$ cat src/rtl/fqfb_pwm_seq.sv
module fqfb_pwm_seq #(
  parameter int W     = 12,
  parameter int CW    = 10,
  parameter int SHIFT = 0
) (
  input  logic                clk,
  input  logic                rst_n,
  input  logic                en,
  input  logic signed [W-1:0] ref_smp_i,
  input  logic signed [W-1:0] err_smp_i,
  input  logic [CW-1:0]       half_len_i,
  output logic                g_pri_o,
  output logic                g_pos_o,
  output logic                g_neg_o,
  output logic [1:0]          mode_o
);

  localparam int MW = (W > CW) ? W : CW;

  logic          run_q;
  logic [CW:0]   p_q;
  logic [CW-1:0] h_q, duty_q;
  logic [1:0]    mode_q;

  logic          ref_neg, err_neg;
  logic [W-1:0]  eu, mag, sh;
  logic [MW-1:0] sh_x, h_x;
  logic [CW-1:0] h_in, duty_n, ramp;
  logic [CW:0]   last_p;
  logic          in_mod, fwd, active, pwm, rect;

  assign ref_neg = ref_smp_i < 0;
  assign err_neg = err_smp_i < 0;
  assign eu      = err_smp_i;
  assign mag     = err_neg ? (~eu + {{(W-1){1'b0}}, 1'b1}) : eu;
  assign sh      = mag >> SHIFT;
  assign h_in    = (half_len_i == '0) ? {{(CW-1){1'b0}}, 1'b1} : half_len_i;
  assign sh_x    = MW'(sh);
  assign h_x     = MW'(h_in);
  assign duty_n  = (sh_x > h_x) ? h_in : sh_x[CW-1:0];

  assign last_p  = {h_q, 1'b0} - {{CW{1'b0}}, 1'b1};

  always_ff @(posedge clk or negedge rst_n) begin
    if (!rst_n) begin
      run_q  <= 1'b0;
      p_q    <= '0;
      h_q    <= {{(CW-1){1'b0}}, 1'b1};
      duty_q <= '0;
      mode_q <= 2'd0;
    end else if (!en) begin
      run_q  <= 1'b0;
      p_q    <= '0;
      mode_q <= 2'd0;
    end else if (!run_q || p_q == last_p) begin
      run_q  <= 1'b1;
      p_q    <= '0;
      h_q    <= h_in;
      duty_q <= duty_n;
      mode_q <= {ref_neg, ref_neg ^ err_neg};
    end else begin
      p_q <= p_q + {{CW{1'b0}}, 1'b1};
    end
  end

  assign in_mod = p_q < {1'b0, h_q};
  assign ramp   = h_q - p_q[CW-1:0];
  assign fwd    = ~mode_q[0];
  assign active = en && run_q && duty_q != '0;
  assign pwm    = active && in_mod && ramp <= duty_q;
  assign rect   = active && fwd && !in_mod && p_q != last_p;

  assign g_pri_o = pwm && fwd;
  assign g_pos_o = (pwm && mode_q == 2'd3) || (rect && mode_q == 2'd0);
  assign g_neg_o = (pwm && mode_q == 2'd1) || (rect && mode_q == 2'd2);
  assign mode_o  = mode_q;

  p_one_gate_r5: assert property (@(posedge clk) disable iff (!rst_n)
    $countones({g_pri_o, g_pos_o, g_neg_o}) <= 1);

  p_mode_hold_r7: assert property (@(posedge clk) disable iff (!rst_n)
    !$stable(mode_o) |-> (p_q == '0 || !run_q));

  p_pri_fall_edge_r4: assert property (@(posedge clk) disable iff (!rst_n)
    ($fell(g_pri_o) && en && run_q) |-> (p_q == {1'b0, h_q}));

  p_dead_after_rect_r6: assert property (@(posedge clk) disable iff (!rst_n)
    rect |=> !g_pri_o && !(g_pos_o && mode_q == 2'd3) && !(g_neg_o && mode_q == 2'd1));

  p_zero_duty_r8: assert property (@(posedge clk) disable iff (!rst_n)
    (run_q && duty_q == '0) |-> !(g_pri_o || g_pos_o || g_neg_o));

  p_disable_mode_r9: assert property (@(posedge clk) disable iff (!rst_n)
    !en |=> mode_o == 2'd0);

endmodule

$ cat config.mk
export PLATFORM = sky130hd
export DESIGN_NAME = fqfb_pwm_seq
export DESIGN_NICKNAME = d
export VERILOG_FILES = /design/src/rtl/fqfb_pwm_seq.sv
export SDC_FILE = /design/constraint.sdc
export NUM_CORES = 1
export LEC_CHECK = 0
export CORE_MARGIN = 1.5
export CORE_UTILIZATION = 45
export CTS_CLUSTER_SIZE = 20
export DETAILED_ROUTE_END_ITERATION = 6
export PLACE_DENSITY = 0.67
export SETUP_SLACK_MARGIN = 0.05
export SYNTH_ARGS = -nofsm -noshare
export SYNTH_HDL_FRONTEND = slang
export SYNTH_SLANG_ARGS = --single-unit
$ cat constraint.sdc
create_clock -name clk -period 10.7 [get_ports clk]
set_clock_uncertainty 0.15 [all_clocks]
set_input_delay 1.07 -clock clk [delete_from_list [all_inputs] [get_ports clk]]
set_output_delay 1.07 -clock clk [all_outputs]
set_load 0.01 [all_outputs]
### Word-level counts from Yosys, hierarchy flattened

Cells that the tools add are included.
W data, S select, Z words.

| storage, ports and cells | value |
|---|---|
| output and inout bits | 5 |
| register bits after elaboration | 34 |
| memory bits (read-only) | 0 |
| input port bits | 37 |
| memories | 0 |
| RAM bits | 0 |
| word-level logic and storage cells | 53 |
| bits in latches | 0 |

| operators by class | value |
|---|---|
| reduce and logical (&&, ||, !) cells | 21 |
| $add $sub $neg | 4 |
| multiplexer cells | 9 |
| divide/modulo/power cells | 0 |
| multiply operators | 0 |
| equal/unequal tests | 6 |
| shift-type cells | 0 |
| order comparisons | 5 |
| bitwise logic cells | 3 |

Operator list:

| kind | number |
|---|---|
| $lt A12 B1 Y1 const B | 2 |
| $mux W11 | 2 |
| $mux W10 | 2 |
| $add A12 B1 Y12 const B | 1 |
| $gt A12 B10 Y1 | 1 |
| $logic_and A1 B1 Y1 | 12 |
| $mux W12 | 1 |
| $not A12 Y12 | 1 |
| $add A11 B1 Y11 const B | 1 |
| $eq A11 B11 Y1 | 1 |
| $lt A11 B10 Y1 | 1 |
| $ne A11 B11 Y1 | 1 |
| $sub A11 B1 Y11 const B | 1 |
| $le A10 B10 Y1 | 1 |
| $logic_not A10 Y1 | 1 |
| $reduce_bool A10 Y1 | 1 |
| $sub A10 B10 Y10 | 1 |
| $eq A2 B2 Y1 const B | 2 |
| $mux W2 | 2 |
| $logic_or A1 B1 Y1 | 3 |
| $eq A2 B1 Y1 const B | 1 |
| $logic_not A1 Y1 | 2 |
| $logic_not A2 Y1 | 1 |
| $mux W1 | 2 |
| 4 further kinds | 4 |

### Depth between registers and ports, before layout

| logic depth | value |
|---|---|
| depth after elaboration | 7 |
| gate-level depth with buffers | 17 |
| depth with buffers taken out | 17 |

### Worst setup path before layout

No wires, ideal clock.

| timing | value |
|---|---|
| path kind | reg2out |
| start | register h_q[0] |
| end | output port g_neg_o |
| required time | 9480 ps |
| data arrival time | 3234 ps |
| stages on the path, launching flop included | 18 |
| setup slack | 6246 ps |
| buffers on the path | 0 |
| cells stage by stage | dfstp_2 inv_1 ha_1 fa_1 nor2b_1 o21ai_0 nand2b_1 a21o_1 a21oi_1 o21ai_0 xor2_1 ha_1 nand2_1 nor2_1 a211oi_1 o21ai_0 a21o_1 o32ai_1 |

| between the ends | value |
|---|---|
| word-level cells in the longest chain between the ends | 6 |
| elaborated cells between the ends (all ways) | 13 |
| those cells by class | add/sub: 2; order compare: 2; eq/ne: 1; reduce/logical: 8 |

RTL lines:

| element | line | RTL |
|---|---|---|
| start, declared | 22 | `logic [CW-1:0] h_q, duty_q;` |
| start signal, assigned | 48 | `h_q <= {{(CW-1){1'b0}}, 1'b1};` |
| start signal, assigned | 58 | `h_q <= h_in;` |
| branches (longest 5 deep; another with $sub A10 B10 Y10) | n/a |  |
| $logic_or A1 B1 Y1 (*) | 75 | `assign g_neg_o = (pwm && mode_q == 2'd1) \|\| (rect && mode_q == 2'd2);` |
| end, declared | 14 | `output logic g_neg_o,` |

Mark *: on every way between the ends.

### Worst setup path after layout

| timing | value |
|---|---|
| start | register p_q[1] |
| end | output port g_neg_o |

| between the ends | value |
|---|---|
| word-level cells in the longest chain between the ends | 6 |
| elaborated cells between the ends (all ways) | 12 |
| those cells by class | add/sub: 1; order compare: 2; eq/ne: 1; reduce/logical: 8 |

RTL lines:

| element | line | RTL |
|---|---|---|
| start, declared | 21 | `logic [CW:0] p_q;` |
| start signal, assigned | 62 | `p_q <= p_q + {{CW{1'b0}}, 1'b1};` |
| branches (longest 5 deep; another with $sub A10 B10 Y10) | n/a |  |
| $logic_or A1 B1 Y1 (*) | 75 |  |

Marks and branches as above.

==> reports/results.tsv <==
stage	metric	value	unit
sta	Setup Viol. Count Final	0	
sta	Final period util	52.4	%
worst_setup_path	worst-path maximum fanout	7	
clock_tree	CTS Sinks	34	
worst_setup_path	critical path endpoint category	primary output	
synth	Mapped Area	3250	um2
route	total number of vias	2682	
synth	synth cell count leaders	inv_1 (50), ha_1 (42), dfrtp_1 (33), xnor2_1 (33), mux2i_1 (28)	
job	max cap viols	0	
sta	unrepaired setup endpoints after global routing	no	
worst_setup_path	Worst Path Buf+Inv	2	
clock_tree	Clock Latency Late Sink	0.29	ns
grt	Remaining Overflow, GRT	0	
sta	Pins Over Slew Limit	0	
clock_tree	CTS max path bufs	2	
clock_tree	htree depth	2	
worst_setup_path	slowest cell delay on critical path	0.60	ns
synth	largest family of logic cells by synthesized area	adder cells	
sta	fin crit period	5.61	ns
floorplanning	Initial Util	47.1	%
route	vias per cell	5.41	
worst_setup_path	Setup CP Type	flip-flop to primary output	
worst_setup_path	crit path cell chain	inv_1 > ha_1 > nor2b_1 > o21ai_0 > a21boi_0 > o21ai_0 > a211o_1 > mux2i_1 > nand3_1 > ha_1 > nand2_1 > nor2_1 > a211oi_1 > o21ai_0 > a21o_1 > o32ai_1 > clkdlybuf4s50_1	
synth	Compound-Gate Fraction of Synth Area	12.8	%
hold_path	hold path cells	2	
grt	vias in the first global route	2584	
route	ANT nets after route	0	
clock_tree	Num CTS Buffers	5	
synth	Synth Flop Type	dfrtp_1	
grt	gr usage total	20.0	%
finish	Area growth syn-to-layout	14.6	%
finish	share of layout cells above drive strength 1	5.00	%
route	initial DRC count	114	
worst_setup_path	critical path depth	17	
synth	Mapped Cells	370	
route	routed length per placed instance	15.0	um
synth	Synth Area in Simple Gates	16.5	%
synth	most frequent cell after synthesis	inv_1	
finish	final net count	479	
synth	syn_area_per_cell	8.79	um2
synth	synth warn	0	
synth	Adder-Cell Fraction of Synth Area	16.8	%
worst_setup_path	Largest delay share family, worst path	compound AO/OA/AOI/OAI gates	
placement	DP HPWL	6070	um
floorplanning	die width	88.0	um
synth	Post-synth EDFFs	0	
floorplanning	DIE HEIGHT	88.0	um
clock_tree	Post-CTS Setup Bufs	0	
synth	FF+latch count, synth	34	
grt	first-pass GRT wire length	11900	um
synth	syn_nets	450	
synth	ys async rst share	100	%
clock_tree	Resize count post-CTS	0	
route	final wirelength	7420	um
power	Leakage	1.77	nW
route	DR DRC count	0	
sta	Least-Margin Pin Slew	1.07	ns
worst_setup_path	Reg2Reg Depth	10	
floorplanning	DIE AREA	7750	um2
power	pwr/cell area	121	nW/um2
route	Detailed Routing Iterations Pass 1	4	
sta	endpoints failing hold	0	
synth	xor/xnor share of the synthesized area	10.5	%
sta	Slew HR	28.1	%
placement	gpl congestion	0.903	
synth	sequential share of the synthesized area	26.2	%
worst_setup_path	Worst EP required	9.48	ns
synth	Yosys top cell by area	dfrtp_1	
power	worst vdd ir	0.0493	mV
worst_setup_path	Critical Path Start Type	flip-flop	
worst_setup_path	most frequent cell on the critical path	o21ai_0	
synth	synth unique cells	50	
run_status	outcome	complete, no violations	
sta	Max Freq	178	MHz
placement	Port Buf Inserts	30	
grt	largest net degree at the start of global routing	35	
clock_tree	hold_buf cts	0	
worst_setup_path	Worst path slowest cell	clkdlybuf4s50_1	
clock_tree	Root Driver	clkbuf_8	
finish	diode count	0	
hold_path	Worst Hold Class	flip-flop to flip-flop	
sta	Fin Setup TNS	0	ns
clock_tree	CTS tree	done	
grt	initial antenna violation count	0	
floorplanning	row cnt	30	
floorplanning	Top Ports	42	
worst_setup_path	Worst Path Arrival	4.39	ns
sta	Hold WS	0.406	ns
synth	multiplexer share of the synthesized area	9.77	%
synth	ranking of synthesized cells by area	dfrtp_1 (25%), ha_1 (16%), xnor2_1 (8.9%)	
synth	Yosys top cell area share	25.4	%
floorplanning	core area	6910	um2
clock_tree	Clk pin slew, worst setup/hold paths	0.07	ns
-- placed cells by master (no fill, tap or decap), types with 3 or more instances in the layout --
master,count
inv_1,50
ha_1,42
xnor2_1,33
dfrtp_1,33
clkdlybuf4s50_1,30
mux2i_1,28
nor2_1,26
nand2_1,25
nor3_1,11
a21oi_1,10
o21ai_0,9
nor4_1,9
nand3_1,9
nand4_1,9
xor2_1,6
a21o_1,6
clkbuf_8,6
nor2b_1,4
a211oi_1,4
a211o_1,3
o211ai_1,3
-- final cells by class --
cell class,instances,area [um2]
Tap cell,96,120
Clock inverter,1,5.00
Sequential cell,34,852
Clock buffer,7,86.3
Multi-Input combinational cell,276,2160
Timing Repair Buffer,32,315
Fill cell,680,3180
Inverter,50,188
-- tightest hold or removal path, stage by stage (launching register included) --
cell,delay (ns)
dfrtp_1,0.32
inv_1,0.06
mux2i_1,0.12
-- logic make-up (layout without fill, tap and decap cells) --
kind of cell,count (synthesis),count (layout)
buf+inv,60,90
mux,31,31
xor+xnor,39,39
fa+ha+maj,43,43
flops,34,34
simple gates,105,105
compound gates,58,58
-- sequential cells by signal, summed over array words and instances (netlist names) --
register  flops
duty_q       10
p_q          11
mode_o        2
run_q         1
h_q          10
-- report_power, final --
group,internal (W),total (W),leakage (nW),switching [W]
Combinational,0.0000872,0.000188,1.30,0.000101
Clock,0.0000520,0.000101,0.0482,0.0000488
Sequential,0.000144,0.000161,0.421,0.0000167
Total,0.000284,0.000450,1.77,0.000166
-- layer usage --
metal | part of all wire [%] | GRT usage, % | vias to the layer above
li1 | - | - | 1345
met1 | 48 | 25.3 | 1278
met2 | 48 | 35.5 | 50
met3 | 2.5 | 3.02 | 9
met4 | 1.6 | 5.40 | 0
met5 | 0 | 0 | -
-- per-stage QoR --
stage,cell area (um2),cells,power (W),util [%],setup WS (ns)
after global routing,3730,496,0.000482,54.0,4.69
after CTS,3730,496,0.000452,54.0,5.11
after global placement,3640,488,0.000345,52.7,5.50
after floorplan,3250,370,0.000298,-,6.25
final,3730,496,0.000450,54.0,5.09
after detailed placement,3640,488,0.000350,52.7,5.45
-- worst paths after layout --
check,slack [ns],startpoint,endpoint
setup / recovery,5.09,p_q[1]$_DFF_PN0_,g_neg_o
hold / removal,0.41,duty_q[1]$_DFFE_PN0P_,duty_q[1]$_DFFE_PN0P_
setup reg to reg,6.99,h_q[1]$_DFFE_PN0P_,duty_q[0]$_DFFE_PN0P_
hold reg to reg,0.41,duty_q[1]$_DFFE_PN0P_,duty_q[1]$_DFFE_PN0P_
max in group asynchronous,9.01,rst_n,h_q[0]$_DFFE_PN1P_
min in group asynchronous,1.04,rst_n,p_q[9]$_DFF_PN0_
Note: power is estimated with default switching activity, not from simulation.
